==> config.mk <==
export PLATFORM = sky130hd
export DESIGN_NAME = dual_pulse_counter
export DESIGN_NICKNAME = d
export VERILOG_FILES = /design/src/rtl/dual_pulse_counter_pkg.sv /design/src/rtl/pulse_edge.sv /design/src/rtl/count_core.sv /design/src/rtl/term_detect.sv /design/src/rtl/dual_pulse_counter.sv
export SDC_FILE = /design/constraint.sdc
export NUM_CORES = 1
export LEC_CHECK = 0
export BUFFER_PORTS_ARGS = -buffer_cell sky130_fd_sc_hd__buf_2
export CAP_MARGIN = 40
export CORE_AREA = 5 5 42 44
export CTS_BUF_LIST = sky130_fd_sc_hd__clkbuf_16
export CTS_CLUSTER_SIZE = 28
export DETAILED_ROUTE_END_ITERATION = 8
export DIE_AREA = 0 0 47 49
export PLACE_DENSITY = 0.74
export SYNTH_ARGS = -nofsm -noshare
export SYNTH_HDL_FRONTEND = slang
export SYNTH_SLANG_ARGS = --single-unit
==> constraint.sdc <==
create_clock -name clk -period 1.7 [get_ports clk]
set_input_delay 0.255 -clock clk [delete_from_list [all_inputs] [get_ports clk]]
set_output_delay 0.255 -clock clk [all_outputs]
set_load 0.05 [all_outputs]
==> src/rtl/dual_pulse_counter_pkg.sv <==
package dual_pulse_counter_pkg;
  typedef enum logic [1:0] {
    OP_HOLD  = 2'd0,
    OP_UP    = 2'd1,
    OP_DOWN  = 2'd2
  } step_op_t;
endpackage

==> src/rtl/pulse_edge.sv <==
module pulse_edge (
  input  logic clk,
  input  logic rst_n,
  input  logic line_i,
  output logic rise_o
);
  logic seen_q;

  // Held high in reset so that a line already high at release is no edge.
  always_ff @(posedge clk or negedge rst_n) begin
    if (!rst_n) seen_q <= 1'b1;
    else        seen_q <= line_i;
  end

  assign rise_o = line_i & ~seen_q;
endmodule

==> src/rtl/count_core.sv <==
module count_core
  import dual_pulse_counter_pkg::*;
#(
  parameter int W      = 4,
  parameter bit DECADE = 1'b1
) (
  input  logic         clk,
  input  logic         rst_n,
  input  logic         clear,
  input  logic         load_n,
  input  logic [W-1:0] preset,
  input  step_op_t     op,
  output logic [W-1:0] value
);
  localparam logic [W-1:0] TOP  = DECADE ? W'(9) : {W{1'b1}};
  localparam logic [W-1:0] ONE  = W'(1);
  localparam logic [W-1:0] ZERO = '0;

  logic [W-1:0] value_q, inc_v, dec_v;

  generate
    if (DECADE) begin : g_dec
      assign inc_v = (value_q == TOP) ? ZERO : value_q + ONE;
      assign dec_v = (value_q == ZERO) ? TOP : value_q - ONE;
    end else begin : g_bin
      assign inc_v = value_q + ONE;
      assign dec_v = value_q - ONE;
    end
  endgenerate

  always_ff @(posedge clk or negedge rst_n) begin
    if (!rst_n)       value_q <= ZERO;
    else if (clear)   value_q <= ZERO;
    else if (!load_n) value_q <= preset;
    else begin
      unique case (op)
        OP_UP:   value_q <= inc_v;
        OP_DOWN: value_q <= dec_v;
        default: value_q <= value_q;
      endcase
    end
  end

  assign value = value_q;
endmodule

==> src/rtl/term_detect.sv <==
module term_detect #(
  parameter int W      = 4,
  parameter bit DECADE = 1'b1
) (
  input  logic [W-1:0] value,
  input  logic         up_line,
  input  logic         dn_line,
  output logic         carry_n,
  output logic         borrow_n
);
  localparam logic [W-1:0] TOP = DECADE ? W'(9) : {W{1'b1}};

  assign carry_n  = ~((value == TOP) & ~up_line);
  assign borrow_n = ~((value == '0) & ~dn_line);
endmodule

==> src/rtl/dual_pulse_counter.sv <==
module dual_pulse_counter
  import dual_pulse_counter_pkg::*;
#(
  parameter int W      = 4,
  parameter bit DECADE = 1'b1
) (
  input  logic         clk,
  input  logic         rst_n,
  input  logic         clear,
  input  logic         load_n,
  input  logic [W-1:0] preset,
  input  logic         cnt_up,
  input  logic         cnt_dn,
  output logic [W-1:0] count,
  output logic         carry_n,
  output logic         borrow_n
);
  logic     up_rise, dn_rise;
  step_op_t op;

  pulse_edge u_up_edge (.clk(clk), .rst_n(rst_n), .line_i(cnt_up), .rise_o(up_rise));
  pulse_edge u_dn_edge (.clk(clk), .rst_n(rst_n), .line_i(cnt_dn), .rise_o(dn_rise));

  always_comb begin
    unique case ({up_rise, dn_rise})
      2'b10:   op = OP_UP;
      2'b01:   op = OP_DOWN;
      default: op = OP_HOLD;
    endcase
  end

  count_core #(.W(W), .DECADE(DECADE)) u_core (
    .clk(clk), .rst_n(rst_n), .clear(clear), .load_n(load_n),
    .preset(preset), .op(op), .value(count)
  );

  term_detect #(.W(W), .DECADE(DECADE)) u_term (
    .value(count), .up_line(cnt_up), .dn_line(cnt_dn),
    .carry_n(carry_n), .borrow_n(borrow_n)
  );
endmodule

==> impl_metrics.tcl, run 1 <==
set metrics [dict create \
    drtIter0Drc 6 \
    vias 585 \
    synth_fp_nets 78 \
    setup-tns-final_ns -0.0550 \
    avgSynthCellArea_sq_um 8.78 \
    drt-total-wl_microns 1730 \
    violations "negative setup slack" \
    grt_pass1_wl_microns 2770 \
    finalHoldViolCount 0 \
    grt_usage 0.177 \
    cts_buffer_depth 2 \
    yosys_most_used_dff "dfrtp_1" \
    drive_above_1_share 0.494 \
    grt_overflow_total 0 \
    rows 14 \
    crit_path_top_delay_cell "or4b_4" \
    numCtsBuffers 3 \
    r2r_start "u_core.value[0]" \
    vias_per_cell 5.57 \
    cts_root_buf "clkbuf_16" \
    floorplan.initialDensity 0.395 \
    clock_latency_ns 0.24 \
    slowest_delay_ns 0.46 \
    final_util 0.615 \
    die_x_microns 47 \
    slew_headroom 0.829 \
    wl_per_cell_microns 16.4 \
    synth-edff-count 0 \
    ios 16 \
    path_clk_slew_ns 0.04 \
    setup_ws_ns -0.0532 \
    syn_area_sq_um 553 \
    p_leak_uw 0.000396 \
    area_growth_pct 55.9 \
    seq_area_frac_synth 0.276 \
    antenna_found_initial 0 \
    startpoint_type "flip-flop" \
    ys_warn_count 0 \
    core_area_sq_um 1400 \
    multi_input_area_sq_um 422 \
    diodes 0 \
    fin_skew_ns 0.000844 \
    grt_pass1_vias 590 \
    synth_common_cells "5 x a21oi_1, 5 x ha_1, 5 x nand2b_1, 5 x nor2b_1, 4 x dfrtp_1" \
    rsz0062_at_grt "true" \
    drc 0 \
    gp_congestion 0.803 \
    hold_path.class "in2reg" \
    hold_start "cnt_dn" \
    crit_start "u_core.value[0]" \
    async_flop_share 1.00 \
    worst_pin_slew_ns 0.258 \
    setup_viol 2 \
    dp_hpwl_microns 1130 \
    arrival_ns 1.50 \
    htree_levels 1 \
    syn_inst 63 \
    clock.fmax_ghz 0.570 \
    end_kind "output pin" \
    crit_required_ns 1.44 \
    fin_crit_sh 1.03 \
    outcome "finished, violations left" \
    dieArea_sq_um 2300 \
    regArea_sq_um 155 \
    nFillCells 124 \
    yosysTopAreaCell "dfrtp_1" \
    cts_sinks 6 \
    final_cells 105 \
    drv_cap 0 \
    die_y_microns 49 \
    powerDensity_nw_per_um2 925 \
    vdd_drop_max_mv 0.800 \
    yosysTopAreaCellShare 0.181 \
    path_cells "inv_2 > ha_4 > or4b_4 > buf_8" \
    period_needed_ns 1.75 \
    crit_fanout 3 \
    synth.distinct_cells 31 \
    placed_cells_incl_taps 96 \
    slew_viol_final 0 \
    path_class "reg2out" \
    dr.pass1.iters 4 \
    grt_max_degree 15 \
    synthTopCellsByArea "dfrtp_1 18%, ha_1 11%, dfstp_2 9.5%" \
    drtAntennaViolNets 0 \
    yosys_register_bits 6 \
    fin_nets 105 \
    total_power_uw 797 \
    io_buffers 15 \
    cts_tree "done" \
]
==> path summary, 6_finish.rpt <==
| check | slack (ns) | end | cells after the start |
|---|---|---|---|
| worst max-delay path | -0.05 | borrow_n | 4 |
| worst min-delay path | 0.15 | u_dn_edge.seen_q | 1 |
| worst max register to register | 0.05 | u_core.value[1] | 8 |
| worst min register to register | 0.79 | u_core.value[1] | 3 |
| max in group asynchronous | 1.09 | u_dn_edge.seen_q | 2 |
| min in group asynchronous | 0.38 | u_core.value[3] | 2 |
==> worst max-delay path: cells and delay by family (launching register included) <==
| family | cells | cell delay (ns) |
|---|---|---|
| and+or+nand+nor | 1 | 0.46 |
| adders and majority gates | 1 | 0.13 |
| buffers and inverters | 2 | 0.25 |
| DFF | 1 | 0.42 |
==> cells in the final DEF, fill, tap and decap left out, types with 2 or more instances in the layout <==
master	n
clkbuf_16	3
nand2_1	2
dfrtp_2	2
nor2b_1	5
o21bai_1	2
dfrtp_1	2
ha_4	2
inv_1	2
buf_2	13
buf_4	8
a31oi_1	3
nand2b_1	5
and2b_1	2
dfstp_2	2
buf_6	2
o21ai_0	2
nor2_1	3
a21oi_1	4
ha_1	2
==> sequential cells by signal (all words and copies together) (netlist names) <==
signal	count
u_up_edge.seen_q	1
u_core.value	4
u_dn_edge.seen_q	1
==> where the power goes <==
part / switching, uW / leakage, uW / total, uW / internal (uW)
registers: 9.93 / 0.0000712 / 166 / 156
logic: 127 / 0.000283 / 228 / 101
clock network: 97.6 / 0.0000423 / 404 / 307
==> area by class of cell <==
cell class,count,area share
Multi-Input combinational cell,51,0.489
Timing Repair Buffer,25,0.200
Sequential cell,6,0.180
Clock buffer,3,0.0871
Tap cell,16,0.0232
Inverter,3,0.0160
Clock inverter,1,0.00435
==> routing by layer <==
metal  share of wire  up-vias  global-route usage
met3           0.050        8              0.0480
met2            0.51       22               0.262
met5               0        -                   0
met4           0.059        0               0.152
li1                -      278                   -
met1            0.38      277               0.195
==> timing repair <==
item	CTS	global route
setup endpoints to repair	2	6
setup buffers	4	1
gates resized for setup	14	6
pin swaps	2	2
hold buffers	1	0
endpoints found under the hold margin	4	0
==> kinds of logic (layout without fill, tap and decap cells) <==
kind of cell	count (synthesis)	in the layout	share of synthesized area
and+or+nand+nor	27	27	0.299
AOI/OAI and AO/OA	19	19	0.242
DFF	6	6	0.276
buffers and inverters	6	32	0.0701
adders and majority gates	5	5	0.113
==> metrics by stage <==
stage / hold WS, ns / setup slack (ns) / cell area (sq um)
2_1_floorplan: -0.0406 / 0.00698 / 559
3_3_place_gp: 0.0794 / 0.0429 / 664
3_5_place_dp: 0.0933 / 0.0537 / 664
4_1_cts: 0.137 / -0.0585 / 833
5_1_grt: 0.147 / -0.0689 / 862
6_report: 0.148 / -0.0532 / 862
Power figures use the tool's default switching activity.
==> run 2, diff against run 1 <==
--- a/config.mk
+++ b/config.mk
@@ -9,3 +9,6 @@
 export CAP_MARGIN = 40
-export CORE_AREA = 5 5 42 44
+export CELL_PAD_IN_SITES_DETAIL_PLACEMENT = 0
+export CELL_PAD_IN_SITES_GLOBAL_PLACEMENT = 1
+export CORE_MARGIN = 5
+export CORE_UTILIZATION = 36
 export CTS_BUF_LIST = sky130_fd_sc_hd__clkbuf_16
@@ -13,4 +16,3 @@
 export DETAILED_ROUTE_END_ITERATION = 8
-export DIE_AREA = 0 0 47 49
-export PLACE_DENSITY = 0.74
+export PLACE_DENSITY = 0.84
 export SYNTH_ARGS = -nofsm -noshare
==> constraint.sdc (replaced) <==
create_clock -name clk -period 1.7 [get_ports clk]
set_input_delay 0.34 -clock clk [delete_from_list [all_inputs] [get_ports clk]]
set_output_delay 0.34 -clock clk [all_outputs]
set_load 0.05 [all_outputs]
==> run 2 against run 1 <==
The flow still finishes with violations (negative setup slack). Cell count shrank 2.9%. Clock-buffer cell count stayed put. First-iteration DRC count is 33% lower. Register-to-register slack better by 0.04 ns. Non-clock buffer count decreased by 3. Clock power decreased by 5.0%. Utilization decreased by 5.7 points. Routed wire length down 18%. Worst hold slack improved by 0.084 ns. Critical path type unchanged.
==> impl_metrics.tcl, run 2 (synthesis results as in run 1) <==
set metrics [dict create \
    regArea_sq_um 160 \
    finalHoldViolCount 0 \
    final_util 0.558 \
    largest_register_ff_count 4 \
    grt_overflow_total 0 \
    end_kind "output pin" \
    arrival_ns 1.53 \
    powerDensity_nw_per_um2 916 \
    setup-tns-final_ns -0.231 \
    cts_root_buf "clkbuf_16" \
    most-common-layout-cells "13 x buf_2, 6 x buf_4, 5 x nand2b_1, 5 x nor2b_1, 4 x a21oi_1" \
    die_x_microns 49.2 \
    io_buffers 15 \
    grt_max_degree 11 \
    drtIter0Drc 4 \
    drv_cap 0 \
    grt_usage 0.137 \
    setup_ws_ns -0.175 \
    gr-usage-met3 0.0581 \
    use_met1 0.155 \
    multi_input_area_sq_um 409 \
    antenna_found_initial 0 \
    p_leak_uw 0.000376 \
    core_area_sq_um 1490 \
    drc 0 \
    drive_above_1_share 0.477 \
    crit_fanout 3 \
    setup_viol 2 \
    top_usage_layer "met2" \
    slew_viol_final 0 \
    path_clk_slew_ns 0.03 \
    violations "negative setup slack" \
    dieArea_sq_um 2420 \
    drt-total-wl_microns 1410 \
    dp_hpwl_microns 1040 \
    rsz0062_at_grt "true" \
    drtAntennaViolNets 0 \
    crit_required_ns 1.36 \
    outcome "finished, violations left" \
    rows 14 \
    period_needed_ns 1.87 \
    cts_tree "done" \
    wl_per_cell_microns 13.8 \
    slew_headroom 0.803 \
    clock.fmax_ghz 0.533 \
    fin_crit_sh 1.10 \
    grt_util_met2 0.217 \
    timing.hold.ws_ns 0.232 \
    die_y_microns 49.2 \
    nFillCells 143 \
    ios 16 \
    dr.pass1.iters 3 \
    postCtsSetupBuffers 0 \
    numCtsBuffers 3 \
    htree_levels 1 \
    floorplan.initialDensity 0.371 \
    area_growth_pct 50.2 \
    hold_path.class "in2reg" \
    startpoint_type "flip-flop" \
    diodes 0 \
    path_class "reg2out" \
    worst_pin_slew_ns 0.291 \
    gp_congestion 0.766 \
    cts_buffer_depth 2 \
    vias_per_cell 5.25 \
    clock_latency_ns 0.23 \
    fin_nets 102 \
    vdd_drop_max_mv 0.850 \
    fin_skew_ns 0.000614 \
    grt_pass1_vias 539 \
    vias 536 \
    cts_sinks 6 \
    grt_pass1_wl_microns 2530 \
    mostFrequentLayoutCell "buf_2" \
]
## run 2: cell count changes in the layout (fill, tap and decap cells not counted)
cell	before	now
o311ai_2	1	0
inv_2	1	0
dfrtp_4	0	1
nor3b_1	0	1
buf_4	8	6
nor3b_2	1	0
inv_4	1	2
dfrtp_2	2	3
buf_6	2	1
o311ai_1	0	1
dfrtp_1	2	0
## run 2: routing by layer
metal	vias to the layer above	part of all wire	routed length, microns
li1	272	-	-
met1	247	0.43	613
met2	15	0.49	685
met3	2	0.064	91
met4	0	0.015	21
met5	-	0	0
## run 2: cell type report
class / instances / share of cell area
multi-input combinational: 51 / 0.492
tap: 16 / 0.0241
inverter: 3 / 0.0196
clock inverter: 1 / 0.00452
sequential: 6 / 0.193
clock buffer: 3 / 0.0904
timing repair buffer: 22 / 0.176
## run 2: report_power, final
group	internal (uW)	total, uW	switching (uW)
logic	92.0	209	117
clock network	305	384	79.1
registers	157	168	10.4
total	554	761	207
## run 2: path summary, 6_finish.rpt
path | start | to | slack (ns) | depth (start not counted)
setup reg to reg | u_core.value[0] | u_core.value[2] | 0.09 | 5
min in group asynchronous | rst_n | u_core.value[0] | 0.46 | 2
hold reg to reg | u_core.value[1] | u_core.value[1] | 0.79 | 3
hold / removal | cnt_dn | u_dn_edge.seen_q | 0.23 | 1
setup / recovery | u_core.value[0] | borrow_n | -0.17 | 4
max in group asynchronous | rst_n | u_dn_edge.seen_q | 1.02 | 2
## run 2: stage by stage
stage | worst slack [ns] | total power, uW | area [sq um] | cells
finish | -0.175 | 761 | 831 | 102
global route | -0.207 | 809 | 831 | 102
CTS | -0.173 | 762 | 805 | 102
detailed placement | 0.0212 | 358 | 694 | 97
global placement | 0.0381 | 356 | 694 | 97
floorplan | -0.0313 | 304 | 582 | 63
## run 2: repair_timing
action	4_1_cts	5_1_grt
hold endpoints to repair	4	0
hold buffers	1	0
cloned	0	0
endpoints found under the setup margin	2	5
pin swaps	1	0
resized for setup	7	6
## run 2: worst max-delay path: stages (launching register included)
cell and delay, ns:
dfrtp_4 0.50, inv_4 0.07, ha_4 0.11, or4b_4 0.46, buf_8 0.17
